===== src/rtl/guard_pkg.sv =====
package guard_pkg;

  typedef enum logic [1:0] {
    ST_IDLE  = 2'd0,
    ST_QUAL  = 2'd1,
    ST_VALID = 2'd2
  } guardState_t;

  // Strobes from control to datapath
  typedef struct packed {
    logic preRun;   // advance the tick prescaler
    logic presInc;  // count one present tick
    logic presClr;  // clear present count
    logic absInc;   // count one absent tick
    logic absClr;   // clear absent count
  } guardStrobe_t;

endpackage


===== src/rtl/guard_datapath.sv =====
module guard_datapath
  import guard_pkg::*;
#(
  parameter int PRESCALE_DIV  = 4096,
  parameter int PRESENT_TICKS = 31,
  parameter int ABSENT_TICKS  = 31
) (
  input  logic         clk,
  input  logic         rst,
  input  guardStrobe_t strobe,
  output logic         tick,
  output logic         presDone,
  output logic         absDone
);

  localparam int PRE_W  = (PRESCALE_DIV > 2) ? $clog2(PRESCALE_DIV) : 1;
  localparam int PRES_W = $clog2(PRESENT_TICKS + 1);
  localparam int ABS_W  = $clog2(ABSENT_TICKS + 1);
  localparam logic [PRE_W-1:0]  PRE_LAST  = PRE_W'(PRESCALE_DIV - 1);
  localparam logic [PRES_W-1:0] PRES_LAST = PRES_W'(PRESENT_TICKS - 1);
  localparam logic [ABS_W-1:0]  ABS_LAST  = ABS_W'(ABSENT_TICKS - 1);

  logic [PRE_W-1:0]  preCnt;
  logic [PRES_W-1:0] presCnt;
  logic [ABS_W-1:0]  absCnt;

  assign tick     = strobe.preRun && (preCnt == PRE_LAST);
  assign presDone = (presCnt == PRES_LAST);
  assign absDone  = (absCnt == ABS_LAST);

  // Prescaler: held at zero whenever no guard window is being timed
  always_ff @(posedge clk or posedge rst) begin
    if (rst)                 preCnt <= '0;
    else if (!strobe.preRun) preCnt <= '0;
    else if (tick)           preCnt <= '0;
    else                     preCnt <= preCnt + 1'b1;
  end

  always_ff @(posedge clk or posedge rst) begin
    if (rst)                 presCnt <= '0;
    else if (strobe.presClr) presCnt <= '0;
    else if (strobe.presInc) presCnt <= presCnt + 1'b1;
  end

  always_ff @(posedge clk or posedge rst) begin
    if (rst)                absCnt <= '0;
    else if (strobe.absClr) absCnt <= '0;
    else if (strobe.absInc) absCnt <= absCnt + 1'b1;
  end

endmodule


===== src/rtl/guard_ctrl.sv =====
module guard_ctrl
  import guard_pkg::*;
(
  input  logic         clk,
  input  logic         rst,
  input  logic         pdIn,
  input  logic         estIn,
  input  logic         tick,
  input  logic         presDone,
  input  logic         absDone,
  output guardStrobe_t strobe,
  output logic         dsOut
);

  guardState_t state, stateNext;

  logic inQual, inValid;
  assign inQual  = (state == ST_QUAL);
  assign inValid = (state == ST_VALID);

  always_comb begin
    stateNext = state;
    unique case (state)
      ST_IDLE:  if (!pdIn && estIn) stateNext = ST_QUAL;
      ST_QUAL: begin
        if (pdIn || !estIn)        stateNext = ST_IDLE;
        else if (tick && presDone) stateNext = ST_VALID;
      end
      ST_VALID: begin
        if (pdIn)                            stateNext = ST_IDLE;
        else if (!estIn && tick && absDone)  stateNext = ST_IDLE;
      end
      default: stateNext = ST_IDLE;
    endcase
  end

  always_comb begin
    strobe.preRun  = !pdIn && ((inQual && estIn) || (inValid && !estIn));
    strobe.presInc = !pdIn && inQual && estIn && tick;
    strobe.presClr = pdIn || !inQual || !estIn;
    strobe.absInc  = !pdIn && inValid && !estIn && tick;
    strobe.absClr  = pdIn || !inValid || estIn;
  end

  always_ff @(posedge clk or posedge rst) begin
    if (rst) state <= ST_IDLE;
    else     state <= stateNext;
  end

  assign dsOut = inValid;

endmodule


===== src/rtl/tone_guard_validator.sv =====
module tone_guard_validator #(
  parameter int PRESCALE_DIV  = 4096,
  parameter int PRESENT_TICKS = 31,
  parameter int ABSENT_TICKS  = 31
) (
  input  logic clk,
  input  logic rst,
  input  logic pdIn,
  input  logic estIn,
  output logic dsOut
);

  guard_pkg::guardStrobe_t strobe;
  logic tick, presDone, absDone;

  guard_ctrl u_ctrl (
    .clk      (clk),
    .rst      (rst),
    .pdIn     (pdIn),
    .estIn    (estIn),
    .tick     (tick),
    .presDone (presDone),
    .absDone  (absDone),
    .strobe   (strobe),
    .dsOut    (dsOut)
  );

  guard_datapath #(
    .PRESCALE_DIV  (PRESCALE_DIV),
    .PRESENT_TICKS (PRESENT_TICKS),
    .ABSENT_TICKS  (ABSENT_TICKS)
  ) u_dp (
    .clk      (clk),
    .rst      (rst),
    .strobe   (strobe),
    .tick     (tick),
    .presDone (presDone),
    .absDone  (absDone)
  );

endmodule


===== config.mk =====
export PLATFORM = sky130hd
export DESIGN_NAME = tone_guard_validator
export DESIGN_NICKNAME = d
export VERILOG_FILES = /design/src/rtl/guard_pkg.sv /design/src/rtl/guard_datapath.sv /design/src/rtl/guard_ctrl.sv /design/src/rtl/tone_guard_validator.sv
export SDC_FILE = /design/constraint.sdc
export NUM_CORES = 1
export LEC_CHECK = 0
export ABC_AREA = 1
export ABC_CLOCK_PERIOD_IN_PS = 1600
export BUFFER_PORTS_ARGS = -buffer_cell sky130_fd_sc_hd__buf_2
export CELL_PAD_IN_SITES_DETAIL_PLACEMENT = 2
export CELL_PAD_IN_SITES_GLOBAL_PLACEMENT = 2
export CORE_AREA = 4 4 60 73
export CTS_CLUSTER_DIAMETER = 100
export DETAILED_ROUTE_END_ITERATION = 10
export DIE_AREA = 0 0 64 77
export PLACE_DENSITY = 0.73
export SLEW_MARGIN = 20
export SYNTH_ARGS = -nofsm -noshare
export SYNTH_HDL_FRONTEND = slang
export SYNTH_SLANG_ARGS = --single-unit

===== constraint.sdc =====
create_clock -name clk -period 1.6 [get_ports clk]
set_input_delay 0.16 -clock clk [delete_from_list [all_inputs] [get_ports clk]]
set_output_delay 0.16 -clock clk [all_outputs]
set_load 0.1 [all_outputs]

# Word level (Yosys, flattened, before mapping)
# Index checks and enable logic that the tools add are counted.
dict set report totals {
  register_bits 24
  latchBits 0
  mem_bits_rw 0
  mem_bits_ro 0
  in_bits 4
  output_inout_bits 1
  word_cells 55
  memories 0
}
dict set report op_classes {
  add_sub_neg 3
  n_mul 0
  div 0
  magnitude_cmp 0
  eq_ne 8
  shift 0
  muxes 12
  bitwise 0
  n_reduce_logical 28
}
# op count
set ops {}
lappend ops {{2-to-1 mux 12 bit} 2}
lappend ops {{2-to-1 mux 5 bit} 4}
lappend ops {{logical AND 1 bit} 14}
lappend ops {{adder 12 x 1 -> 12 bit (second input constant)} 1}
lappend ops {{== test 12 bit (second input constant)} 1}
lappend ops {{adder 5 x 1 -> 5 bit (second input constant)} 2}
lappend ops {{== test 5 bit (second input constant)} 2}
lappend ops {{2-to-1 mux 2 bit} 5}
lappend ops {{logical OR 1 bit} 6}
lappend ops {{inequality test 3 bit (second input constant)} 2}
lappend ops {{case mux 2 bit (3 select lines)} 1}
lappend ops {{zero test 1 bit} 4}
lappend ops {{nonzero test 2 bit} 2}
lappend ops {{AND reduction 3 bit} 1}
lappend ops {{== test 2 x 1 -> 1 bit (second input constant)} 1}
lappend ops {{== test 2 bit (second input constant)} 1}
lappend ops {{zero test 2 bit} 1}
lappend ops {{inequality test 2 x 1 -> 1 bit (second input constant)} 1}

# Logic depth before layout (Yosys ltp)
# Gate-level depths: netlist of run 1.
dict set report depth {
  ltp_word 10
  ltp_mapped 8
  ltp_nobuf 8
}

# Hierarchy
# A second synthesis of run 1 with hierarchy kept.
dict set report unflattened {
  cells_unflattened 181
  hier_area_um2 1406.3
}
# mod instances cells_per_inst area_per_inst_um2 seq_area_each_um2
set by_module_without_submodules {}
lappend by_module_without_submodules {guard_datapath 1 153 1217.4 550.5}
lappend by_module_without_submodules {guard_ctrl 1 28 188.9 50.0}

# Least setup slack after synthesis of run 1
# OpenSTA, ideal clock, no wires.
dict set report synth_timing {
  path_kind {reg2reg}
  start {reg u_dp.preCnt[0]}
  end {reg u_dp.absCnt[4]}
  setup_ns 0.126
  arrival_time_ns 1.193
  required_time_ns 1.474
  path_slack_ns 0.281
  path_stages_with_launch 9
  n_path_buf 1
  period_less_slack_ns 1.319
  path_cell_list {dfrtp_1 -> ha_1 -> nand2_1 -> nor2_4 -> nand3_2 -> buf_6 -> nand2_2 -> nand2_1 -> o21ai_0}
}
dict set report synth_between {
  elab_chain_len 4
}
# item line_no
set synth_rtl {}
lappend synth_rtl {{from (decl)} guard_datapath.sv:23} ;# logic [PRE_W-1:0] preCnt;
lappend synth_rtl {{from (signal assigned)} guard_datapath.sv:36} ;# else preCnt <= preCnt + 1'b1;
lappend synth_rtl {{== test 12 bit} guard_datapath.sv:27} ;# assign tick = strobe.preRun && (preCnt == PRE_LAST);
lappend synth_rtl {{logical AND 1 bit} guard_datapath.sv:27}
lappend synth_rtl {{logical AND 1 bit} guard_ctrl.sv:41} ;# strobe.absInc = !pdIn && inValid && !estIn && tick;
lappend synth_rtl {{nonzero test 2 bit (no source line)} n/a}
lappend synth_rtl {{to (signal assigned)} guard_datapath.sv:48} ;# else if (strobe.absInc) absCnt <= absCnt + 1'b1;
lappend synth_rtl {{to (decl)} guard_datapath.sv:25} ;# logic [ABS_W-1:0] absCnt;
# Every way passes these cells.
# A chain may end at the register's enable or synchronous reset.

# Worst setup path in the final report of run 1
dict set report layout_timing {
  start {reg u_dp.preCnt[0]}
  end {reg u_dp.absCnt[1]}
}
# Same word-level chain as after synthesis.

==> results.sh, run 1 <==
export IMPL_outcome="complete, no violations"
export IMPL_coreArea_sq_um=3630
export IMPL_start_util=0.369
export IMPL_power_density_nw_per_um2=699
export IMPL_critical_path_max_stage_delay_ns=0.40
export IMPL_async_reset_ff_frac=1.00
export IMPL_gr_usage_all_layers=0.153
export IMPL_vias=1128
export IMPL_final_cell_area_sq_um=1540
export IMPL_wl_per_cell_um=15.2
export IMPL_htree_levels=1
export IMPL_drive_gt1_frac=0.161
export IMPL_hold_start="pdIn"
export IMPL_clk_insertion_delay_late_ns=0.27
export IMPL_finalHoldViolations=0
export IMPL_synth_seq_cells=24
export IMPL_pin_count=5
export IMPL_grt_pass1_vias=1260
export IMPL_path_clk_slew_ns=0.09
export IMPL_power_static_leakage_nw=0.687
export IMPL_fin_nets=184
export IMPL_netlist_top_cell_by_area="dfrtp_1"
export IMPL_yosys_area_share_simple=0.334
export IMPL_final_period_utilization=0.972
export IMPL_critical_path_reg2reg_endpoint="u_dp.absCnt[1]"
export IMPL_vdd_drop_max_v=0.000249
export IMPL_dp_cells=219
export IMPL_gpl_final_weighted_congestion=0.815
export IMPL_synthDistinctLibCells=23
export IMPL_placementRows=24
export IMPL_layout_overhead_on_the_synthesized_area_pct=14.8
export IMPL_fp_dieH_um=77
export IMPL_syn_nets=171
export IMPL_fmax_ghz=0.643
export IMPL_setup_tns_ns=0
export IMPL_finalWirelength_um=3430
export IMPL_design_power_total_w=0.00108
export IMPL_tritoncts_clock_tree="built"
export IMPL_critical_path_cell_by_cell="ha_2 > nand2_2 > nor2_4 > nand3_4 > buf_12 > or2_0 > a21oi_1"
export IMPL_die_x_um=64
export IMPL_drt_pre_antenna_iters=4
export IMPL_final_report_max_slew_violation_count=0
export IMPL_netlist_instances=162
export IMPL_reg_to_reg_critical_path_startpoint="u_dp.preCnt[0]"
export IMPL_most_repeated_cell_in_the_gate_level_netlist_after_synthesis="nand2_1"
export IMPL_fraction_of_synthesized_cell_area_taken_by_the_top_area_cell_type=0.448
export IMPL_synth_main_ff_cell="dfrtp_1"
export IMPL_setup_worst_path_start_class="flip-flop"
export IMPL_synth_top_cells_by_count="28 x nand2_1, 24 x dfrtp_1, 23 x nand3_1"
export IMPL_worst_slew_pin_transition_ns=0.350
export IMPL_crit_arrival_ns=1.75
export IMPL_grt_start_max_net_pins=25
export IMPL_number_of_flops_mapped_to_enable_cells_by_yosys=0
export IMPL_post_synth_design_cell_area_sq_um=1340
export IMPL_critPathSlowestCell="dfrtp_1"
export IMPL_worst_setup_path_end_kind="flip-flop"
export IMPL_drtAntennaViolNets=0
export IMPL_synth_area_mux_share=0
export IMPL_synth_top_family_by_area="simple AND/OR/NAND/NOR gates"
export IMPL_final_min_clock_period_ns=1.56
export IMPL_post_synth_xor_xnor_area=0.0522
export IMPL_holdCritPathClass="in -> reg"
export IMPL_holdPathStages=4
export IMPL_antenna_found_initial=0
export IMPL_dieArea_sq_um=4930
export IMPL_vias_per_cell=4.99
export IMPL_holdPathEnd="u_ctrl.state[1]"
export IMPL_drv_max_cap_violation_count=0
export IMPL_yosysWarningCount=0
export IMPL_rsz0062_at_grt="true"
export IMPL_layout_filler_cells=424
export IMPL_antenna_diode_count=0
export IMPL_dp_hpwl_um=2460
export IMPL_rrSetupSlack_ns=0.04
export IMPL_reg2regPathDepth=7
export IMPL_synth_compound_area_share=0.0550
export IMPL_clock_root_buffer="clkbuf_8"
export IMPL_max_slew_margin_rel=0.766
export IMPL_finish_cell_count_without_fillers=226
export IMPL_timing_final_setup_violations=0
export IMPL_post_route_drc_count=0
export IMPL_worstPathRequired_ns=1.80
export IMPL_crit_type="reg -> reg"
export IMPL_cp_max_fo=13
export IMPL_cts_buffers=3
export IMPL_syn_area_per_cell_sq_um=8.28
export IMPL_numPortBuffers=4
export IMPL_grt_first_pass_wirelength_um=5930
export IMPL_cts_num_sinks=24
export IMPL_most_area_consuming_cells_after_synthesis="dfrtp_1 45%, nand3_1 8.6%, nand2_1 7.8%"
export IMPL_ys_seq_area_frac=0.448
export IMPL_drt_iter0_drc=40
export IMPL_detailed_place_area_sq_um=1440
export IMPL_synthAdderAreaFrac=0.0466
export IMPL_clockBufferDepth=2
export IMPL_finClkSkew_ns=0.00121
export IMPL_grt_overflow_total=0
-- per-stage QoR --
step | setup WS [ns] | hold WS (ns) | utilization
2_1_floorplan | 0.281 | 0.175 | -
5_1_grt | -0.0698 | 0.222 | 0.424
3_3_place_gp | 0.169 | 0.226 | 0.397
6_report | 0.0447 | 0.205 | 0.424
3_5_place_dp | 0.0906 | 0.241 | 0.397
4_1_cts | 0.0471 | 0.203 | 0.415
-- final cells by class --
type,count,area [sq um],share of cell area
Clock buffer,4,55.1,0.0357
Inverter,20,75.1,0.0487
Multi-Input combinational cell,117,669,0.435
Sequential cell,24,601,0.390
Tap cell,52,65.1,0.0422
Timing Repair Buffer,9,75.1,0.0487
-- kinds of logic (layout without fill, tap and decap cells) --
logic type      Yosys count  count (layout)
compound gates           14              14
xor+xnor                  8               8
fa+ha+maj                 5               5
buf+inv                  21              33
flops                    24              24
simple gates             90              90
-- report_power, final --
part | internal [W] | total (W) | switching (W)
logic | 0.0000129 | 0.0000457 | 0.0000329
registers | 0.000609 | 0.000612 | 0.00000335
clock network | 0.000220 | 0.000419 | 0.000199
total | 0.000842 | 0.00108 | 0.000235
-- routing by layer --
layer  wire length [um]  vias up  track usage
met2               1940        9        0.290
li1                   -      540            -
met1               1390      574        0.170
met4                 51        0       0.0518
met3                 53        5       0.0219
met5                  0        -            0
-- sequential cells by signal (all words and copies together), names as in the netlist --
| signal | flops |
|---|---|
| u_ctrl.state | 2 |
| u_dp.presCnt | 5 |
| u_dp.preCnt | 12 |
| u_dp.absCnt | 5 |
-- cells in the final DEF (no fill, tap or decap) --
cell type      instances
a21o_1                 1
a21oi_1                7
a31oi_1                1
and2_1                 1
buf_12                 1
buf_2                  3
buf_4                  3
clkbuf_4               1
clkbuf_8               4
dfrtp_1               24
dlygate4sd3_1          1
ha_1                   4
ha_2                   1
inv_1                 20
nand2_1               26
nand2_2                5
nand3_1               23
nand3_4                1
nand4_1                1
nor2_1                19
nor2_2                 3
nor2_4                 5
nor3_1                 2
nor3_2                 1
nor3b_1                1
o21ai_0                5
or2_0                  2
xnor2_1                1
xor2_1                 7
-- critical path: cells and delay by family (launching register included) --
family                   cells  cell delay, ns
buffers and inverters        1            0.17
adder cells (fa/ha/maj)      1            0.22
AO/OA/AOI/OAI                1            0.13
flip-flops                   1            0.40
AND/OR/NAND/NOR              4            0.57
-- worst max-delay path by stage --
| stage | slack (ns) | endpoint | depth (start not counted) | start |
|---|---|---|---|---|
| after global routing | -0.07 | u_dp.absCnt[1] | 7 | u_dp.preCnt[0] |
| after floorplan | 0.28 | u_dp.absCnt[4] | 8 | u_dp.preCnt[0] |
| after CTS | 0.05 | u_dp.absCnt[1] | 7 | u_dp.preCnt[0] |
| after global placement | 0.17 | u_dp.presCnt[1] | 7 | u_dp.preCnt[0] |
| after detailed placement | 0.09 | u_dp.absCnt[1] | 7 | u_dp.preCnt[0] |
| final | 0.04 | u_dp.absCnt[1] | 7 | u_dp.preCnt[0] |
-- repair_timing --
| item | in CTS | in global routing |
|---|---|---|
| buffers inserted | 0 | 2 |
| resized for setup | 0 | 5 |
| endpoints found under the hold margin | 24 | 0 |
| hold buffers | 1 | 0 |
| setup endpoints to repair | 0 | 13 |
Power figures use the tool's default switching activity.
==> run 2, diff against run 1 <==
--- a/config.mk
+++ b/config.mk
@@ -8,13 +8,11 @@
 export ABC_AREA = 1
 export ABC_CLOCK_PERIOD_IN_PS = 1600
 export BUFFER_PORTS_ARGS = -buffer_cell sky130_fd_sc_hd__buf_2
-export CELL_PAD_IN_SITES_DETAIL_PLACEMENT = 2
-export CELL_PAD_IN_SITES_GLOBAL_PLACEMENT = 2
-export CORE_AREA = 4 4 60 73
+export CORE_AREA = 4 4 57 69
 export CTS_CLUSTER_DIAMETER = 100
 export DETAILED_ROUTE_END_ITERATION = 10
-export DIE_AREA = 0 0 64 77
-export PLACE_DENSITY = 0.73
+export DIE_AREA = 0 0 61 73
+export PLACE_DENSITY = 0.53
 export SLEW_MARGIN = 20
 export SYNTH_ARGS = -nofsm -noshare
 export SYNTH_HDL_FRONTEND = slang
==> results.sh, run 2 (same netlist as run 1, synthesis figures left out) <==
export IMPL_placementRows=23
export IMPL_cp_max_fo=12
export IMPL_mostFrequentLayoutCell="nand2_1"
export IMPL_holdPathEnd="u_ctrl.state[0]"
export IMPL_dieArea_sq_um=4450
export IMPL_htree_levels=1
export IMPL_vias_per_cell=4.81
export IMPL_worst_setup_path_end_kind="flip-flop"
export IMPL_max_slew_margin_rel=0.679
export IMPL_antenna_diode_count=0
export IMPL_pin_count=5
export IMPL_antenna_found_initial=0
export IMPL_wl_per_cell_um=11.5
export IMPL_cts_buffers=3
export IMPL_multi_input_comb_area_sq_um=662
export IMPL_final_report_max_slew_violation_count=0
export IMPL_setup_tns_ns=0
export IMPL_dp_cells=205
export IMPL_holdPathStages=4
export IMPL_timing_final_setup_violations=0
export IMPL_clk_insertion_delay_late_ns=0.26
export IMPL_power_density_nw_per_um2=677
export IMPL_finClkSkew_ns=0.00126
export IMPL_finalHoldViolations=0
export IMPL_top_register="u_dp.preCnt"
export IMPL_drv_max_cap_violation_count=0
export IMPL_coreArea_sq_um=3280
export IMPL_vdd_drop_max_v=0.000450
export IMPL_layout_overhead_on_the_synthesized_area_pct=10.2
export IMPL_cts_num_sinks=24
export IMPL_drt_pre_antenna_iters=4
export IMPL_register_area_sq_um=601
export IMPL_gr_usage_all_layers=0.131
export IMPL_crit_type="reg -> reg"
export IMPL_dp_hpwl_um=1860
export IMPL_finalWirelength_um=2400
export IMPL_top_library_cells_by_usage_in_the_layout_fill_and_taps_aside="28 x nand2_1, 24 x dfrtp_1, 23 x nand3_1"
export IMPL_gpl_final_weighted_congestion=0.758
export IMPL_hold_start="pdIn"
export IMPL_finish_cell_count_without_fillers=209
export IMPL_grt_start_max_net_pins=25
export IMPL_critical_path_reg2reg_endpoint="u_dp.presCnt[4]"
export IMPL_setup_worst_path_start_class="flip-flop"
export IMPL_reg_to_reg_critical_path_startpoint="u_dp.preCnt[0]"
export IMPL_start_util=0.409
export IMPL_die_x_um=61
export IMPL_drive_gt1_frac=0.134
export IMPL_grt_overflow_total=0
export IMPL_worst_slew_pin_transition_ns=0.485
export IMPL_grt_first_pass_wirelength_um=4400
export IMPL_drtAntennaViolNets=0
export IMPL_post_route_drc_count=0
export IMPL_grt_pass1_vias=1046
export IMPL_crit_arrival_ns=1.61
export IMPL_path_clk_slew_ns=0.08
export IMPL_worstPathRequired_ns=1.75
export IMPL_fp_dieH_um=73
export IMPL_clock_root_buffer="clkbuf_8"
export IMPL_fin_nets=183
export IMPL_numPortBuffers=4
export IMPL_final_period_utilization=0.911
export IMPL_holdCritPathClass="in -> reg"
export IMPL_power_static_leakage_nw=0.671
export IMPL_post_cts_setup_buffers=0
export IMPL_biggestRegsByFlops="u_dp.preCnt x12, u_dp.absCnt x5, u_dp.presCnt x5"
export IMPL_clockBufferDepth=2
export IMPL_fmax_ghz=0.686
export IMPL_drt_iter0_drc=26
export IMPL_vias=1005
export IMPL_reg2regPathDepth=8
export IMPL_final_min_clock_period_ns=1.46
export IMPL_layout_filler_cells=358
export IMPL_rsz0062_at_grt="false"
export IMPL_rrSetupSlack_ns=0.14
export IMPL_tritoncts_clock_tree="built"
export IMPL_outcome="complete, no violations"
export IMPL_number_of_flip_flops_in_the_largest_register=12
## run 2: routing by layer
metal	global-route usage	routed length, um
met1	0.162	1110
met5	0	0
met3	0.0212	39
met2	0.224	1210
met4	0.0506	48
## run 2: area by class of cell
class / count / share of cell area
Multi-Input combinational cell: 117 / 0.448
Inverter: 20 / 0.0508
Timing Repair Buffer: 8 / 0.0356
Tap cell: 37 / 0.0313
Clock buffer: 3 / 0.0279
Sequential cell: 24 / 0.406
## run 2: report_power, final
part           internal (W)  switching (W)   total, W
clock              0.000168       0.000179   0.000347
combinational     0.0000123      0.0000303  0.0000426
sequential         0.000609     0.00000258   0.000611
## run 2: worst max path at each step
| stage | cells after the start | to | slack [ns] | startpoint |
|---|---|---|---|---|
| 4_1_cts | 8 | u_dp.presCnt[4] | 0.03 | u_dp.preCnt[0] |
| 3_3_place_gp | 8 | u_dp.presCnt[4] | 0.09 | u_dp.preCnt[0] |
| 6_report | 8 | u_dp.presCnt[4] | 0.14 | u_dp.preCnt[0] |
| 5_1_grt | 7 | u_dp.preCnt[9] | 0.002 | u_ctrl.state[0] |
| 2_1_floorplan | 8 | u_dp.absCnt[4] | 0.28 | u_dp.preCnt[0] |
| 3_5_place_dp | 8 | u_dp.presCnt[4] | 0.04 | u_dp.preCnt[0] |
## run 2: repair_timing
item / in CTS / in global routing
resized for setup: 0 / 1
endpoints found under the setup margin: 0 / 6
hold buffers: 1 / 0
hold endpoints to repair: 24 / 0
## run 2: critical path, cell delays in order (launching register included)
cell     delay (ns)
dfrtp_1        0.37
ha_1           0.18
nand2_1        0.10
nor2_4         0.12
nand3_4        0.17
inv_1          0.19
nand2_1        0.09
nand3_1        0.07
nand2_1        0.06
## run 2: through the flow
step	hold slack [ns]	utilization	worst slack, ns	instance area [sq um]	total power [W]
finish	0.213	0.450	0.142	1480	0.00100
global route	0.242	0.450	0.00184	1480	0.00106
CTS	0.207	0.448	0.0305	1470	0.00103
detailed placement	0.228	0.432	0.0431	1420	0.000667
global placement	0.222	0.432	0.0930	1420	0.000666
floorplan	0.175	-	0.281	1340	0.000651
==> run 3, diff against run 2 <==
--- a/config.mk
+++ b/config.mk
@@ -13,6 +13,7 @@
 export DETAILED_ROUTE_END_ITERATION = 10
 export DIE_AREA = 0 0 61 73
 export PLACE_DENSITY = 0.53
+export SETUP_SLACK_MARGIN = 0.3
 export SLEW_MARGIN = 20
 export SYNTH_ARGS = -nofsm -noshare
 export SYNTH_HDL_FRONTEND = slang
==> results.sh, run 3 (same netlist as run 1, synthesis figures left out) <==
export IMPL_outcome="complete, no violations"
export IMPL_rsz0062_at_grt="true"
export IMPL_gr_usage_all_layers=0.143
export IMPL_hold_start="pdIn"
export IMPL_grt_overflow_total=0
export IMPL_timing_critical_path_max_delay_family="flip-flops"
export IMPL_finClkSkew_ns=0.00551
export IMPL_top_library_cells_by_usage_in_the_layout_fill_and_taps_aside="25 x nand2_1, 24 x dfrtp_1, 20 x nand3_1"
export IMPL_grt_start_max_net_pins=25
export IMPL_tritoncts_clock_tree="built"
export IMPL_fmax_ghz=0.713
export IMPL_antenna_found_initial=0
export IMPL_gr_max_usage_layer="met2"
export IMPL_vias=1110
export IMPL_critical_path_max_stage_delay_ns=0.39
export IMPL_finalWirelength_um=2820
export IMPL_grt_pass1_vias=1127
export IMPL_fin_nets=195
export IMPL_crit_arrival_ns=1.56
export IMPL_drv_max_cap_violation_count=0
export IMPL_start_util=0.409
export IMPL_crit_buf_inv=3
export IMPL_met3_usage=0.0212
export IMPL_final_report_max_slew_violation_count=0
export IMPL_fp_dieH_um=73
export IMPL_holdPathEnd="u_ctrl.state[0]"
export IMPL_layout_overhead_on_the_synthesized_area_pct=28.9
export IMPL_max_slew_margin_rel=0.789
export IMPL_finish_cell_count_without_fillers=222
export IMPL_cts_buffers=3
export IMPL_post_route_drc_count=0
export IMPL_drtAntennaViolNets=0
export IMPL_biggestRegsByFlops="u_dp.preCnt x12, u_dp.absCnt x5, u_dp.presCnt x5"
export IMPL_placementRows=23
export IMPL_number_of_flip_flops_in_the_largest_register=12
export IMPL_worst_slew_pin_transition_ns=0.316
export IMPL_power_static_leakage_nw=0.749
export IMPL_wl_per_cell_um=12.7
export IMPL_critPathMostFrequentCell="buf_4"
export IMPL_timing_final_setup_violations=0
export IMPL_final_min_clock_period_ns=1.40
export IMPL_vdd_drop_max_v=0.000399
export IMPL_final_util=0.527
export IMPL_worst_setup_path_end_kind="flip-flop"
export IMPL_holdWs_ns=0.204
export IMPL_clk_insertion_delay_late_ns=0.27
export IMPL_top_register="u_dp.preCnt"
export IMPL_clockBufferDepth=2
export IMPL_reg2regPathDepth=8
export IMPL_setup_worst_path_start_class="flip-flop"
export IMPL_pin_count=5
export IMPL_holdCritPathClass="in -> reg"
export IMPL_path_clk_slew_ns=0.09
export IMPL_power_density_nw_per_um2=625
export IMPL_drt_iter0_drc=36
export IMPL_gpl_final_weighted_congestion=0.818
export IMPL_dp_hpwl_um=1940
export IMPL_drive_gt1_frac=0.314
export IMPL_worstPathRequired_ns=1.76
export IMPL_dp_cells=205
export IMPL_grt_util_met1=0.170
export IMPL_htree_levels=1
export IMPL_reg_to_reg_critical_path_startpoint="u_dp.preCnt[1]"
export IMPL_grt_first_pass_wirelength_um=4870
export IMPL_clock_root_buffer="clkbuf_8"
export IMPL_antenna_diode_count=0
export IMPL_numPortBuffers=4
export IMPL_crit_type="reg -> reg"
export IMPL_critical_path_cell_by_cell="ha_2 > nand2_2 > nor2_4 > buf_4 > buf_6 > buf_4 > a31oi_1 > nor3_1"
export IMPL_cp_max_fo=3
export IMPL_cts_num_sinks=24
export IMPL_grt_met2_usage=0.252
export IMPL_dieArea_sq_um=4450
export IMPL_die_x_um=61
export IMPL_mostFrequentLayoutCell="nand2_1"
export IMPL_finalHoldViolations=0
export IMPL_critPathSlowestCell="dfrtp_1"
export IMPL_final_period_utilization=0.876
export IMPL_vias_per_cell=5.00
export IMPL_drt_pre_antenna_iters=4
export IMPL_critical_path_reg2reg_endpoint="u_dp.preCnt[6]"
export IMPL_holdPathStages=4
export IMPL_coreArea_sq_um=3280
export IMPL_setup_tns_ns=0
export IMPL_rrSetupSlack_ns=0.20
==> run 3: cell count changes in the layout (fill, tap and decap cells not counted), moves of 3 or more <==
cell     before  now
buf_6         0    5
nor2_1       19   12
nor2_2        3    8
inv_2         0    3
nand2_1      28   25
inv_1        20   17
nand3_2       0    3
buf_4         3   10
nand3_1      23   20
==> run 3: power by group <==
group / internal, W / leakage (nW) / switching (W)
Combinational: 0.0000190 / 0.386 / 0.0000367
Sequential: 0.000609 / 0.334 / 0.00000302
Clock: 0.000220 / 0.0288 / 0.000194
Total: 0.000848 / 0.749 / 0.000234
==> run 3: tightest hold or removal path, stage by stage <==
cell and delay (ns):
buf_2 0.09, nor2_2 0.05, nand3_1 0.05, o21ai_0 0.07
==> run 3: worst max-delay path by stage <==
| stage | to | cells after the start | slack (ns) | startpoint |
|---|---|---|---|---|
| CTS | u_dp.presCnt[1] | 7 | 0.19 | u_dp.preCnt[0] |
| floorplan | u_dp.presCnt[0] | 7 | 0.30 | u_dp.preCnt[0] |
| finish | u_dp.preCnt[6] | 8 | 0.20 | u_dp.preCnt[1] |
| detailed placement | u_dp.presCnt[1] | 7 | 0.14 | u_dp.preCnt[0] |
| global route | u_dp.preCnt[10] | 9 | 0.1 | u_dp.preCnt[0] |
| global placement | u_dp.presCnt[4] | 8 | 0.21 | u_dp.preCnt[0] |
==> run 3: per-stage QoR <==
stage / cell area (sq um) / setup slack [ns] / total power, W
floorplan: 1340 / 0.305 / 0.000651
global placement: 1420 / 0.208 / 0.000665
detailed placement: 1420 / 0.141 / 0.000667
CTS: 1550 / 0.189 / 0.00109
global route: 1730 / 0.0966 / 0.00112
finish: 1730 / 0.198 / 0.00108
==> run 3: metal layers <==
layer | wire [um] | up-vias
met5 | 0 | -
met4 | 44 | 0
met3 | 49 | 4
met2 | 1550 | 17
met1 | 1180 | 528
li1 | - | 561
==> run 3: timing repair <==
item                                   CTS  global route
setup endpoints to repair               21            25
setup buffers                            4             8
pin swaps                                3             7
resized for setup                        9            31
endpoints found under the hold margin   24             0
hold buffers                             1             0
gates cloned                             0             0
==> run 3: area by class of cell <==
cell class / instances / area, sq um
Inverter: 20 / 75.1
Timing Repair Buffer: 20 / 176
Fill cell: 324 / 1550
Tap cell: 37 / 46.3
Sequential cell: 24 / 601
Multi-Input combinational cell: 117 / 776
Clock buffer: 4 / 55.1
